==> src/rtl/sync_align_pkg.sv <==
package sync_align_pkg;
   typedef enum logic {
      EDGE_FALL = 1'b0,
      EDGE_RISE = 1'b1
   } edge_sel_e;
endpackage

==> src/rtl/sync_edge_det.sv <==
module sync_edge_det import sync_align_pkg::*; #(
   parameter edge_sel_e SYNC_EDGE = EDGE_RISE
) (
   input  logic clk,
   input  logic rst_n,
   input  logic sync_in,
   output logic edge_o
);
   logic sync_q;

   generate
      if (SYNC_EDGE == EDGE_RISE) begin : g_rise
         always_ff @(posedge clk) begin
            if (!rst_n) sync_q <= 1'b0;
            else        sync_q <= sync_in;
         end
         assign edge_o = sync_in & ~sync_q;
      end else begin : g_fall
         always_ff @(posedge clk) begin
            if (!rst_n) sync_q <= 1'b1;
            else        sync_q <= sync_in;
         end
         assign edge_o = ~sync_in & sync_q;
      end
   endgenerate
endmodule

==> src/rtl/lat_meas.sv <==
module lat_meas #(
   parameter int CNT_W = 8
) (
   input  logic             clk,
   input  logic             rst_n,
   input  logic             restart,
   input  logic             samp_en,
   input  logic             strobe,
   output logic             capture,
   output logic [CNT_W-1:0] lat,
   output logic             valid,
   output logic             ovf
);
   localparam logic [CNT_W-1:0] CNT_MAX = {CNT_W{1'b1}};

   logic [CNT_W-1:0] cnt;
   logic             armed;

   assign capture = strobe & armed & ~restart;

   always_ff @(posedge clk) begin
      if (!rst_n) begin
         cnt   <= '0;
         armed <= 1'b0;
         lat   <= '0;
         valid <= 1'b0;
         ovf   <= 1'b0;
      end else if (restart) begin
         cnt   <= '0;
         armed <= 1'b1;
         valid <= 1'b0;
         ovf   <= 1'b0;
      end else if (capture) begin
         lat   <= cnt;
         valid <= 1'b1;
         ovf   <= (cnt == CNT_MAX);
         armed <= 1'b0;
      end else if (armed && samp_en && cnt != CNT_MAX) begin
         cnt <= cnt + 1'b1;
      end
   end
endmodule

==> src/rtl/read_gate.sv <==
module read_gate #(
   parameter int DLY_W = 6
) (
   input  logic             clk,
   input  logic             rst_n,
   input  logic             restart,
   input  logic             capture,
   input  logic             samp_en,
   input  logic [DLY_W-1:0] dly,
   output logic             rd_en
);
   logic [DLY_W-1:0] dcnt;
   logic             pend;

   always_ff @(posedge clk) begin
      if (!rst_n) begin
         dcnt  <= '0;
         pend  <= 1'b0;
         rd_en <= 1'b0;
      end else if (restart) begin
         dcnt  <= '0;
         pend  <= 1'b0;
         rd_en <= 1'b0;
      end else if (capture) begin
         if (dly == '0) begin
            rd_en <= 1'b1;
         end else begin
            dcnt <= dly;
            pend <= 1'b1;
         end
      end else if (pend && samp_en) begin
         dcnt <= dcnt - 1'b1;
         if (dcnt == {{(DLY_W-1){1'b0}}, 1'b1}) begin
            rd_en <= 1'b1;
            pend  <= 1'b0;
         end
      end
   end
endmodule

==> src/rtl/sync_strobe_align.sv <==
module sync_strobe_align import sync_align_pkg::*; #(
   parameter int        NUM_CH    = 4,
   parameter int        CNT_W     = 8,
   parameter int        DLY_W     = 6,
   parameter edge_sel_e SYNC_EDGE = EDGE_RISE
) (
   input  logic                    clk,
   input  logic                    rst_n,
   input  logic                    samp_en,
   input  logic                    sync_in,
   input  logic [NUM_CH-1:0]       strobe_in,
   input  logic [NUM_CH*DLY_W-1:0] dly_cfg,
   output logic [NUM_CH*CNT_W-1:0] lat_out,
   output logic [NUM_CH-1:0]       lat_valid,
   output logic [NUM_CH-1:0]       lat_ovf,
   output logic [NUM_CH-1:0]       rd_en
);
   generate
      if (NUM_CH < 1) begin : g_bad_ch
         $error("NUM_CH must be at least 1");
      end
      if (CNT_W < 2) begin : g_bad_cnt
         $error("CNT_W must be at least 2");
      end
      if (DLY_W < 1) begin : g_bad_dly
         $error("DLY_W must be at least 1");
      end
   endgenerate

   logic sync_edge;

   sync_edge_det #(.SYNC_EDGE(SYNC_EDGE)) u_edge (
      .clk     (clk),
      .rst_n   (rst_n),
      .sync_in (sync_in),
      .edge_o  (sync_edge)
   );

   generate
      for (genvar c = 0; c < NUM_CH; c++) begin : g_ch
         logic cap;

         lat_meas #(.CNT_W(CNT_W)) u_meas (
            .clk     (clk),
            .rst_n   (rst_n),
            .restart (sync_edge),
            .samp_en (samp_en),
            .strobe  (strobe_in[c]),
            .capture (cap),
            .lat     (lat_out[c*CNT_W +: CNT_W]),
            .valid   (lat_valid[c]),
            .ovf     (lat_ovf[c])
         );

         read_gate #(.DLY_W(DLY_W)) u_gate (
            .clk     (clk),
            .rst_n   (rst_n),
            .restart (sync_edge),
            .capture (cap),
            .samp_en (samp_en),
            .dly     (dly_cfg[c*DLY_W +: DLY_W]),
            .rd_en   (rd_en[c])
         );
      end
   endgenerate
endmodule

==> config.mk <==
export PLATFORM = sky130hd
export DESIGN_NAME = sync_strobe_align
export DESIGN_NICKNAME = d
export VERILOG_FILES = /design/src/rtl/sync_align_pkg.sv /design/src/rtl/sync_edge_det.sv /design/src/rtl/lat_meas.sv /design/src/rtl/read_gate.sv /design/src/rtl/sync_strobe_align.sv
export SDC_FILE = /design/constraint.sdc
export NUM_CORES = 1
export LEC_CHECK = 0
export BUFFER_PORTS_ARGS = -buffer_cell sky130_fd_sc_hd__buf_2
export CAP_MARGIN = 20
export CORE_MARGIN = 2
export CORE_UTILIZATION = 40
export DETAILED_ROUTE_END_ITERATION = 8
export PLACE_DENSITY = 0.58
export SLEW_MARGIN = 20
export SYNTH_ARGS = -nofsm -noshare
export SYNTH_HDL_FRONTEND = slang
export SYNTH_HIERARCHICAL = 1
export SYNTH_SLANG_ARGS = --single-unit
==> constraint.sdc <==
create_clock -name clk -period 1.95 [get_ports clk]
set_input_delay 0.195 -clock clk [delete_from_list [all_inputs] [get_ports clk]]
set_output_delay 0.195 -clock clk [all_outputs]
set_load 0.05 [all_outputs]
Word level (Yosys, flattened, before mapping)

Cells that the tools add are included.

Flip-flop bits (word level): 109
Input bits: 32
Output and inout bits: 44

Add/subtract/negate cells: 8
Eq/ne operators: 20
Mux-type cells: 52
Bitwise logic cells: 16
Reductions and logical operators: 49

Operators with widths:

| cell                                                               | count |
|---|---|
| 6-bit two-way mux                                                  | 12 |
| 1-bit two-way mux                                                  | 40 |
| 8-bit by 1-bit adder with 8-bit output, second input constant      | 4 |
| 8-bit == test, second input constant                               | 4 |
| 8-bit != test, second input constant                               | 4 |
| 6-bit by 1-bit == test with 1-bit output, second input constant    | 4 |
| 6-bit zero test                                                    | 4 |
| 2-bit AND reduction                                                | 12 |
| 3-bit AND reduction                                                | 8 |
| 2-bit nonzero test                                                 | 12 |
| 6-bit by 1-bit subtractor with 6-bit output, second input constant | 4 |
| 1-bit logical AND                                                  | 12 |
| 1-bit bitwise AND                                                  | 9 |
| 2-bit by 1-bit != test with 1-bit output, second input constant    | 4 |
| 2-bit != test, second input constant                               | 4 |
| 1-bit NOT                                                          | 7 |
| 2-bit OR reduction                                                 | 1 |

Depth between registers and ports, before layout

Gate-level depths: netlist (run 1).

Word-level depth: 6
Mapped depth: 10

Hierarchy

The synthesis (run 1) kept the hierarchy.

Modules (own cells, without submodules):

| module        | instances | cells each | area an instance (sq um) | seq. area each (sq um) |
|---|---|---|---|---|
| lat_meas      | 4         | 85         | 810.8                    | 380.4 |
| read_gate     | 4         | 63         | 520.5                    | 160.2 |
| sync_edge_det | 1         | 3          | 40.0                     | 20.0 |

Least setup slack after synthesis (run 1)

OpenSTA, ideal clock, no wires.

Path type: reg-to-reg
Start: reg u_edge.sync_q
End: reg g_ch[0].u_gate.dcnt[5]
Arrival time: 1.804 ns
Required time: 1.829 ns
Slack: 0.025 ns
Stages on the path, launching flop included: 11
Path buffers: 3
Period minus slack after synthesis: 1.925 ns
Cells stage by stage: dfxtp_1 > nor2b_4 > nand3b_1 > clkbuf_1 > inv_1 > buf_6 > buf_2 > nand2_1 > o31ai_1 > a31oi_1 > a21oi_1

Cells in the longest elaborated chain, start to end: 6
Elaborated cells on any way between the ends: 9
Those cells by class: 1 x eq/ne; 1 x mux; 4 x bitwise; 3 x reduce/logical

RTL lines:

| what                                                                 | RTL line                | text |
|---|---|---|
| from (decl)                                                          | sync_edge_det.sv:9      | `logic sync_q;` |
| from (signal assigned)                                               | sync_edge_det.sv:15     | `else sync_q <= sync_in;` |
| 1-bit NOT (*)                                                        | sync_edge_det.sv:17     | `assign edge_o = sync_in & ~sync_q;` |
| 1-bit bitwise AND (*)                                                | sync_edge_det.sv:17     |  |
| named net sync_edge                                                  | sync_strobe_align.sv:30 | `logic sync_edge;` |
| 1-bit NOT (no line) (*)                                              | --                      |  |
| 1-bit bitwise AND (*)                                                | lat_meas.sv:19          | `assign capture = strobe & armed & ~restart;` |
| named net g_ch[0].cap                                                | sync_strobe_align.sv:41 | `logic cap;` |
| 2-bit != test (no line) / 2-bit nonzero test (equally long branches) | --                      |  |
| 2-bit AND reduction (no line)                                        | --                      |  |
| to (signal assigned)                                                 | read_gate.sv:28         | `dcnt <= dly;` |
| to (signal assigned)                                                 | read_gate.sv:32         | `dcnt <= dcnt - 1'b1;` |
| to (decl)                                                            | read_gate.sv:12         | `logic [DLY_W-1:0] dcnt;` |

Mark *: on every way through the listed nets, which the timed path passes. The rest lies on a longest branch.
A chain may end at the register's enable or synchronous reset.

Final worst setup path (run 1)

Start: reg g_ch[2].u_meas.cnt[0]
End: reg g_ch[2].u_meas.cnt[7]

Cells in the longest elaborated chain, start to end: 3
Elaborated cells on any way between the ends: 4
Those cells by class: 1 x add/sub; 1 x eq/ne; 2 x reduce/logical

RTL lines:

| what                                                                                           | RTL line       | text |
|---|---|---|
| from (decl)                                                                                    | lat_meas.sv:16 | `logic [CNT_W-1:0] cnt;` |
| from (signal assigned)                                                                         | lat_meas.sv:39 | `cnt <= cnt + 1'b1;` |
| parallel branches: the longest is 3 deep, another holds 8-bit by 1-bit adder with 8-bit output | --             |  |

Several ways; the timed one is not identified.

==> flow_summary.yaml, run 1 <==
floorplan:
  die_footprint_sq_um: 14400
  ios: 76
  starting_density_pct: 40.7
  core_area_sq_um: 13200
  floorplan.rows: 42
  fp.dieH_um: 120
  die_w_um: 120
power:
  power.static_leakage_nw: 2.50
  cellPowerDensity_nw_per_um2: 727
  netSwitchingFraction_pct: 24.8
  comb_power_share_pct: 8.7
  fin_total_pwr_mw: 4.55
  vdd.ir_drop.worst_mv: 0.639
  clock_power_share_pct: 41.0
  seq_power_share_pct: 50.3
  cellInternalPower_mw: 3.43
  total_switching_power_mw: 1.13
sta:
  setup_violations: 0
  final.setup_skew_ns: 0.00408
  slew_viol_final: 0
  post-route-period-util_pct: 95.5
  maxSlewHeadroom_pct: 67.4
  finalHoldViolations: 0
  post-route-min-period_ns: 1.86
  tightest_slew_ns: 0.486
  timing.fmax_ghz: 0.537
  whs_ns: 0.0744
grt:
  grt_pass1_wl_um: 19700
  leftover_overflow_at_the_end_of_global_routing: 0
  maximum_number_of_pins_on_one_net_before_global_route_repair: 25
  number_of_global_route_vias_before_repair: 4216
  antenna_violations_before_repair: 0
  globalRouteTotalUtil_pct: 17.0
clocking:
  clkLatencyLatePin_ns: 0.35
  cts-root-buf: "clkbuf_16"
  clock_sinks: 109
  htreeDepth: 3
  path_clk_slew_ns: 0.07
  cts_inserted_buffers: 9
  clockBufferDepth: 2
  cts.hold.buffers_added: 0
  tritoncts_clock_tree: "built"
setup_path:
  endpoint_kind: "register"
  source_of_the_critical_timing_path: "g_ch[2].u_meas/cnt[0]$_SDFFE_PP0P_"
  worst-endpoint-arrival_ns: 2.14
  critPathMaxFanout: 12
  critPathRequiredTime_ns: 2.23
  rr_startpoint: "g_ch[2].u_meas/cnt[0]$_SDFFE_PP0P_"
  timing.setup.critical_path_class: "register to register"
  worst_setup_path_start_kind: "register"
worst_hold_path:
  hold_path_class: "primary input to register"
  min-delay-start: "sync_in"
route:
  first_iter_violations: 247
  drtPass1Iterations: 4
  drt-wirelength-per-cell_um: 14.0
  routed_wire_length_um: 12000
  dr_drc_count: 0
  number_of_vias_in_the_routed_layout: 4617
  antenna_violating_nets_post_route: 0
  routed_via_count_divided_by_cell_count: 5.41
yosys:
  post-synth-top-area-fraction_pct: 40.7
  yosys_warnings: 6
  synth.net_count: 639
  syn-cell-area_sq_um: 5370
  synth_seq_area_share_pct: 40.7
  yosys.area.top_type: "dfxtp_1"
  ys_seq_elements: 109
  synth_enable_flop_cells: 0
  synth.avg_cell_area_sq_um: 9.02
  async_reset_ff_share_pct: 0
  synth.lib_cells_used.distinct: 38
  synth_cells: 595
  synth-main-ff-cell: "dfxtp_1"
  yosys-top-cells-area: "dfxtp_1 (41%), a21oi_1 (7.1%), mux2i_1 (6.7%), nor2b_1 (4.7%), a211oi_1 (3.4%)"
final_layout:
  drive_gt1_share_pct: 20.5
  final_cell_count_no_fill: 853
  p_r_area_growth_vs_syn_pct: 16.8
  final_cell_mix: "dfxtp_1 (109), a21oi_1 (76), buf_2 (75)"
  antenna_cells: 0
  layout.filler_cells: 1276
  nets: 717
  final_common_cell: "dfxtp_1"
placement:
  finalWeightedCongestion: 0.833
  port_buffers: 75
  dp_hpwl_um: 8590
  place.detailed.instances: 837
job:
  maxCapViolations: 0
status:
  outcome: "finished clean"
==> logic make-up (layout without fill, tap and decap cells) <==
group                    after synthesis  in the layout  share of synthesized area (%)
AO/OA/AOI/OAI                        160            160                           18.8
XOR/XNOR                              12             12                           1.96
adder cells (fa/ha/maj)               12             12                           2.80
buffers and inverters                 48            130                           4.85
flip-flops                           109            109                           40.7
multiplexers                          36             36                           6.72
AND/OR/NAND/NOR                      218            218                           24.2
==> per-layer routing <==
| layer | up-vias | routed length [um] | GRT usage, % |
|---|---|---|---|
| met5 | - | 0 | 0 |
| met2 | 76 | 5570 | 28.2 |
| met4 | 0 | 133 | 4.41 |
| met3 | 10 | 615 | 5.32 |
| li1 | 2336 | - | - |
| met1 | 2195 | 5640 | 21.3 |
==> metrics by stage <==
step | cell area, sq um | utilization, % | setup WS, ns | TNS, ns
after floorplan | 5370 | - | 0.0251 | 0
after global placement | 5920 | 44.9 | 0.0818 | 0
after detailed placement | 5920 | 44.9 | 0.0283 | 0
after CTS | 6210 | 47.1 | 0.0101 | 0
after global routing | 6270 | 47.5 | -0.00329 | -0.00329
final | 6270 | 47.5 | 0.0870 | 0
==> synth_stat cells (all sizes together) (8+ instances only) <==
cell    number
inv         20
nand2b      12
buf         16
a211oi      24
nand3       20
a21oi       76
o21ai       12
nand2       28
or3         12
and2         9
dfxtp      109
mux2i       36
nor2b       41
xnor2       12
nor4         8
nor2        32
nor3        16
clkbuf      12
ha          12
a31oi        8
or4         16
a211o       12
o31ai       16
==> final timing paths <==
path / end / slack [ns] / depth (start not counted)
worst max-delay path: g_ch[2].u_meas/cnt[7]$_SDFFE_PP0P_ / 0.09 / 5
worst min-delay path: u_edge/sync_q$_SDFF_PN0_ / 0.07 / 2
worst max register to register: g_ch[2].u_meas/cnt[7]$_SDFFE_PP0P_ / 0.09 / 5
worst min register to register: g_ch[1].u_meas/valid$_SDFFE_PP0P_ / 0.47 / 2
==> registers in the layout, summed over array words and instances (netlist names) <==
signal,cells
g_ch.u_gate/dcnt,24
g_ch.u_gate/pend,4
g_ch.u_gate/rd_en,4
g_ch.u_meas/armed,4
g_ch.u_meas/cnt,32
g_ch.u_meas/lat,32
g_ch.u_meas/ovf,4
g_ch.u_meas/valid,4
u_edge/sync_q,1
==> layout make-up <==
class | count | area (sq um) | area share, %
clock buffer | 9 | 225 | 3.59
clock inverter | 6 | 71.3 | 1.14
inverter | 20 | 75.1 | 1.20
multi-input combinational | 438 | 2970 | 47.4
sequential | 109 | 2180 | 34.8
tap | 176 | 220 | 3.51
timing repair buffer | 95 | 526 | 8.38
==> power by group through the flow <==
| stage | Combinational, mW | Clock, mW | Sequential (mW) |
|---|---|---|---|
| 2_1_floorplan | 0.254 | 0 | 2.35 |
| 3_3_place_gp | 0.384 | 0 | 2.34 |
| 3_5_place_dp | 0.391 | 0 | 2.34 |
| 4_1_cts | 0.393 | 1.94 | 2.29 |
| 5_1_grt | 0.437 | 2.04 | 2.30 |
| 6_report | 0.395 | 1.87 | 2.29 |
==> what timing repair did <==
| action | 4_1_cts | 5_1_grt |
|---|---|---|
| resized for setup | 0 | 12 |
| setup endpoints to repair | 0 | 14 |
| setup buffers | 0 | 1 |
==> worst max-delay path, cell delays in order, from the launching register on <==
cell and delay, ns:
dfxtp_1 0.35, ha_2 0.21, and3_1 0.21, a211o_4 0.39, or4_1 0.47, a21oi_1 0.15
Power figures use the tool's default switching activity.
==> inputs of run 2 (changes only) <==
--- a/config.mk
+++ b/config.mk
@@ -11,6 +11,7 @@
 export CORE_UTILIZATION = 40
 export DETAILED_ROUTE_END_ITERATION = 8
 export PLACE_DENSITY = 0.58
+export SETUP_SLACK_MARGIN = 0.15
 export SLEW_MARGIN = 20
 export SYNTH_ARGS = -nofsm -noshare
 export SYNTH_HDL_FRONTEND = slang
==> run 2 against run 1 <==
  * Final cell count rose by 2.6%
  * First-iteration DRC count up 32%
  * Clock skew up 0.0037 ns
  * Largest power group unchanged
==> flow_summary.yaml, run 2 (synthesis results as in run 1) <==
status:
  outcome: "finished clean"
job:
  maxCapViolations: 0
route:
  first_iter_violations: 326
  routed_wire_length_um: 13200
  antenna_violating_nets_post_route: 0
  drt-wirelength-per-cell_um: 15.1
  dr_drc_count: 0
  routed_via_count_divided_by_cell_count: 5.50
  number_of_vias_in_the_routed_layout: 4815
  drtPass1Iterations: 7
power:
  netSwitchingFraction_pct: 25.6
  comb_power_share_pct: 9.8
  clock_power_share_pct: 38.7
  seq_power_share_pct: 51.5
  total_switching_power_mw: 1.14
  power.static_leakage_nw: 2.55
  cellInternalPower_mw: 3.31
  cellPowerDensity_nw_per_um2: 675
  vdd.ir_drop.worst_mv: 0.611
sta:
  grt_setup_unrepaired: "yes"
  post-route-period-util_pct: 91.2
  finalHoldViolations: 0
  post-route-min-period_ns: 1.78
  timing.fmax_ghz: 0.562
  tightest_slew_ns: 0.523
  final.setup_skew_ns: 0.00778
  whs_ns: 0.0936
  slew_viol_final: 0
  totalNegativeSetupSlack_ns: 0
  maxSlewHeadroom_pct: 65.2
  setup_violations: 0
final_layout:
  layout.filler_cells: 1270
  antenna_cells: 0
  final_common_cell: "dfxtp_1"
  largest_registers: "g_ch.u_meas/cnt (32), g_ch.u_meas/lat (32), g_ch.u_gate/dcnt (24)"
  p_r_area_growth_vs_syn_pct: 22.9
  seq_area_sq_um: 2200
  final_core_util_pct: 50.0
  drive_gt1_share_pct: 27.9
  nets: 739
  multiInputGateArea_sq_um: 3160
  final_cell_mix: "dfxtp_1 (101), buf_2 (75), a21oi_1 (65)"
clocking:
  cts_inserted_buffers: 9
  clkLatencyLatePin_ns: 0.35
  clockBufferDepth: 2
  cts.hold.buffers_added: 0
  tritoncts_clock_tree: "built"
  clock_sinks: 109
  path_clk_slew_ns: 0.07
  cts-root-buf: "clkbuf_16"
  htreeDepth: 3
grt:
  grt_pass1_wl_um: 21100
  number_of_global_route_vias_before_repair: 4502
  leftover_overflow_at_the_end_of_global_routing: 0
  maximum_number_of_pins_on_one_net_before_global_route_repair: 28
  antenna_violations_before_repair: 0
  globalRouteTotalUtil_pct: 18.1
setup_path:
  critical_path.top_delay_family: "simple AND/OR/NAND/NOR gates"
  worst-endpoint-arrival_ns: 2.06
  critPathSlowestCell: "or4_1"
  critPathMaxFanout: 5
  critical_path.max_stage_delay_ns: 0.47
  endpoint_kind: "register"
  crit_chain: "ha_4, and3_4, a211o_4, or4_1, a21oi_1"
  critPathRequiredTime_ns: 2.23
  worst_setup_path_start_kind: "register"
  timing.setup.critical_path_class: "register to register"
  timing.critical_path.buf_inv: 0
floorplan:
  starting_density_pct: 40.7
  fp.dieH_um: 120
  die_footprint_sq_um: 14400
  die_w_um: 120
  core_area_sq_um: 13200
  ios: 76
  floorplan.rows: 42
placement:
  port_buffers: 75
  dp_hpwl_um: 8760
  finalWeightedCongestion: 0.803
worst_hold_path:
  hold_path_class: "primary input to register"
run 2: cell count changes in the layout (fill, tap and decap cells not counted), sizes merged:
cell,delta
a211o,+4
buf,+14
bufinv,-1
clkinv,+2
clkinvlp,+5
inv,-3
nor2b,+1
run 2: worst paths after layout:
| path | start | cells past startpoint | slack (ns) | endpoint |
|---|---|---|---|---|
| setup / recovery | g_ch[2].u_meas/cnt[0]$_SDFFE_PP0P_ | 5 | 0.17 | g_ch[2].u_meas/cnt[7]$_SDFFE_PP0P_ |
| hold / removal | sync_in | 2 | 0.09 | u_edge/sync_q$_SDFF_PN0_ |
| setup reg to reg | g_ch[2].u_meas/cnt[0]$_SDFFE_PP0P_ | 5 | 0.17 | g_ch[2].u_meas/cnt[7]$_SDFFE_PP0P_ |
| hold reg to reg | g_ch[3].u_meas/valid$_SDFFE_PP0P_ | 2 | 0.48 | g_ch[3].u_meas/valid$_SDFFE_PP0P_ |
run 2: per-layer routing:
metal	wire, um	vias to the layer above	global-route usage, %
li1	-	2391	-
met1	6150	2307	22.2
met2	6320	102	30.5
met3	573	15	5.18
met4	170	0	6.40
met5	0	-	0
run 2: what timing repair did:
action                                  4_1_cts  5_1_grt
endpoints found under the setup margin       17       29
buffers inserted                              7       11
gates cloned                                  4        4
pin swaps                                     5       12
resized for setup                            19       39
endpoints found under the hold margin         0        0
run 2: power by group through the flow:
stage	clock, mW	sequential [mW]	combinational [mW]
2_1_floorplan	0	2.35	0.255
3_3_place_gp	0	2.34	0.378
3_5_place_dp	0	2.34	0.386
4_1_cts	1.80	2.29	0.406
5_1_grt	1.87	2.29	0.478
6_report	1.72	2.29	0.437
run 2: final cells by class:
class / count / area share [%]
timing repair inverter: 3 / 0.342
clock inverter: 6 / 0.683
clock buffer: 9 / 3.42
timing repair buffer: 109 / 9.62
tap: 176 / 3.34
sequential: 109 / 33.4
multi-input combinational: 443 / 47.9
inverter: 20 / 1.31
run 2: per-stage QoR:
stage	std cells	setup slack [ns]	power [mW]	instance area, sq um
3_5_place_dp	834	0.0198	2.73	5900
2_1_floorplan	595	0.179	2.60	5370
3_3_place_gp	834	0.0829	2.72	5900
4_1_cts	860	0.161	4.49	6330
5_1_grt	875	0.0958	4.64	6590
6_report	875	0.171	4.45	6590
==> inputs of run 3 (changes only) <==
--- a/config.mk
+++ b/config.mk
@@ -11,6 +11,7 @@
 export CORE_UTILIZATION = 40
 export DETAILED_ROUTE_END_ITERATION = 8
 export PLACE_DENSITY = 0.58
+export REMOVE_ABC_BUFFERS = 1
 export SETUP_SLACK_MARGIN = 0.15
 export SLEW_MARGIN = 20
 export SYNTH_ARGS = -nofsm -noshare
==> run 3 against run 2 <==
  * Sequential share of layout area is 0.20 points lower
  * Fmax is 0.35% higher
  * Non-clock buffer count is 2 lower
  * Worst setup slack better by 0.0062 ns
  * Flip-flop and latch count stayed put
  * Count of clock-buffer cells in the layout stayed put
  * Design area is 1.0% higher
  * Clock skew is 0.0021 ns higher
  * Final cell count is 0.34% lower
  * Largest cell class unchanged
  * Via count is 1.6% lower
  * Highest routed layer unchanged
==> flow_summary.yaml, run 3 (synthesis results as in run 1) <==
power:
  vdd.ir_drop.worst_mv: 0.510
  fin_total_pwr_mw: 4.84
  power.static_leakage_nw: 2.59
  cellPowerDensity_nw_per_um2: 726
setup_path:
  r2r_cells: 5
  r2r_end: "g_ch[1].u_meas/cnt[7]$_SDFFE_PP0P_"
  critPathRequiredTime_ns: 2.23
  timing.reg2reg.setup_slack_ns: 0.18
  endpoint_kind: "register"
  critPathMaxFanout: 5
  worst_setup_path_start_kind: "register"
  timing.setup.critical_path_class: "register to register"
  source_of_the_critical_timing_path: "g_ch[1].u_meas/cnt[0]$_SDFFE_PP0P_"
  worst-endpoint-arrival_ns: 2.05
  rr_startpoint: "g_ch[1].u_meas/cnt[0]$_SDFFE_PP0P_"
  setup.worst_path.end: "g_ch[1].u_meas/cnt[7]$_SDFFE_PP0P_"
worst_hold_path:
  hold_path_class: "primary input to register"
grt:
  leftover_overflow_at_the_end_of_global_routing: 0
  number_of_global_route_vias_before_repair: 4391
  antenna_violations_before_repair: 0
  globalRouteTotalUtil_pct: 17.6
  maximum_number_of_pins_on_one_net_before_global_route_repair: 27
  grt_pass1_wl_um: 20800
placement:
  finalWeightedCongestion: 0.840
  place.detailed.instances: 831
  dp_hpwl_um: 8500
  port_buffers: 75
  placement.cell_area_sq_um: 5890
clocking:
  htreeDepth: 3
  tritoncts_clock_tree: "built"
  clock_sinks: 109
  cts.hold.buffers_added: 0
  clkLatencyLatePin_ns: 0.35
  path_clk_slew_ns: 0.08
  cts_inserted_buffers: 9
  clockBufferDepth: 2
  cts-root-buf: "clkbuf_16"
sta:
  finalHoldViolations: 0
  timing.fmax_ghz: 0.564
  post-route-min-period_ns: 1.77
  maxSlewHeadroom_pct: 68.0
  totalNegativeSetupSlack_ns: 0
  setup_violations: 0
  tightest_slew_ns: 0.477
  grt_setup_unrepaired: "yes"
  slew_viol_final: 0
  post-route-period-util_pct: 90.9
  final.setup_skew_ns: 0.00987
final_layout:
  final_common_cell: "dfxtp_1"
  design_area_final_sq_um: 6660
  largest_registers: "g_ch.u_meas/cnt (32), g_ch.u_meas/lat (32), g_ch.u_gate/dcnt (24)"
  antenna_cells: 0
  p_r_area_growth_vs_syn_pct: 24.1
  drive_gt1_share_pct: 27.6
  nets: 735
  final_cell_count_no_fill: 872
  final_cell_mix: "dfxtp_1 (100), buf_2 (75), a21oi_1 (68)"
floorplan:
  fp.dieH_um: 120
  die_footprint_sq_um: 14400
  die_w_um: 120
  core_area_sq_um: 13200
  starting_density_pct: 40.7
  ios: 76
  floorplan.rows: 42
route:
  wl_met1_um: 6110
  antenna_violating_nets_post_route: 0
  dr_drc_count: 0
  drt-wirelength-per-cell_um: 14.9
  routed_wire_length_um: 13000
  routed_via_count_divided_by_cell_count: 5.44
  met2WireLength_um: 6260
  number_of_vias_in_the_routed_layout: 4740
  met3RoutedLength_um: 463
  first_iter_violations: 316
  route.top_layer_used: "met4"
  drtPass1Iterations: 5
job:
  maxCapViolations: 0
status:
  outcome: "finished clean"
run 3: worst min path at each step:
| stage | start | end | slack (ns) | cells after the start |
|---|---|---|---|---|
| finish | sync_in | u_edge/sync_q$_SDFF_PN0_ | 0.12 | 2 |
| global route | sync_in | u_edge/sync_q$_SDFF_PN0_ | 0.12 | 2 |
| CTS | sync_in | u_edge/sync_q$_SDFF_PN0_ | 0.06 | 2 |
| detailed placement | sync_in | u_edge/sync_q$_SDFF_PN0_ | 0.44 | 2 |
| global placement | sync_in | u_edge/sync_q$_SDFF_PN0_ | 0.44 | 2 |
| floorplan | samp_en | g_ch[0].u_gate/pend$_SDFFE_PP0P_ | 0.29 | 1 |
run 3: critical path, cell delays in order, from the launching register on:
cell and delay (ns):
dfxtp_4 0.36, ha_4 0.16, and3_4 0.19, a211o_4 0.37, or4_4 0.50, a21oi_2 0.12
run 3: per-layer routing:
layer,global-route usage [%],up-vias
met2,28.9,80
met1,22.9,2256
met4,7.06,0
met3,3.09,15
met5,0,-
li1,-,2389
run 3: layout make-up:
class	count	area (sq um)
timing repair buffer	107	639
inverter	20	82.6
tap	176	220
sequential	109	2210
fill	1219	6530
multi-input combinational	442	3150
clock buffer	9	225
clock inverter	7	124
timing repair inverter	2	12.5
run 3: power breakdown:
group / switching, mW / internal, mW
combinational: 0.249 / 0.184
sequential: 0.0371 / 2.25
clock: 0.855 / 1.26
total: 1.14 / 3.70
run 3: timing repair:
item,CTS,global route
hold endpoints to repair,0,0
setup endpoints to repair,16,27
resized for setup,19,42
setup buffers,6,13
pin swaps,5,15
cloned,3,3
run 3: per-stage QoR:
step           utilization, %  hold slack (ns)  worst slack [ns]
3_5_place_dp             44.6            0.436            0.0168
6_report                 50.5            0.119             0.178
3_3_place_gp             44.6            0.437            0.0779
4_1_cts                  48.4           0.0604             0.137
2_1_floorplan               -            0.293           -0.0271
5_1_grt                  50.5            0.118             0.110
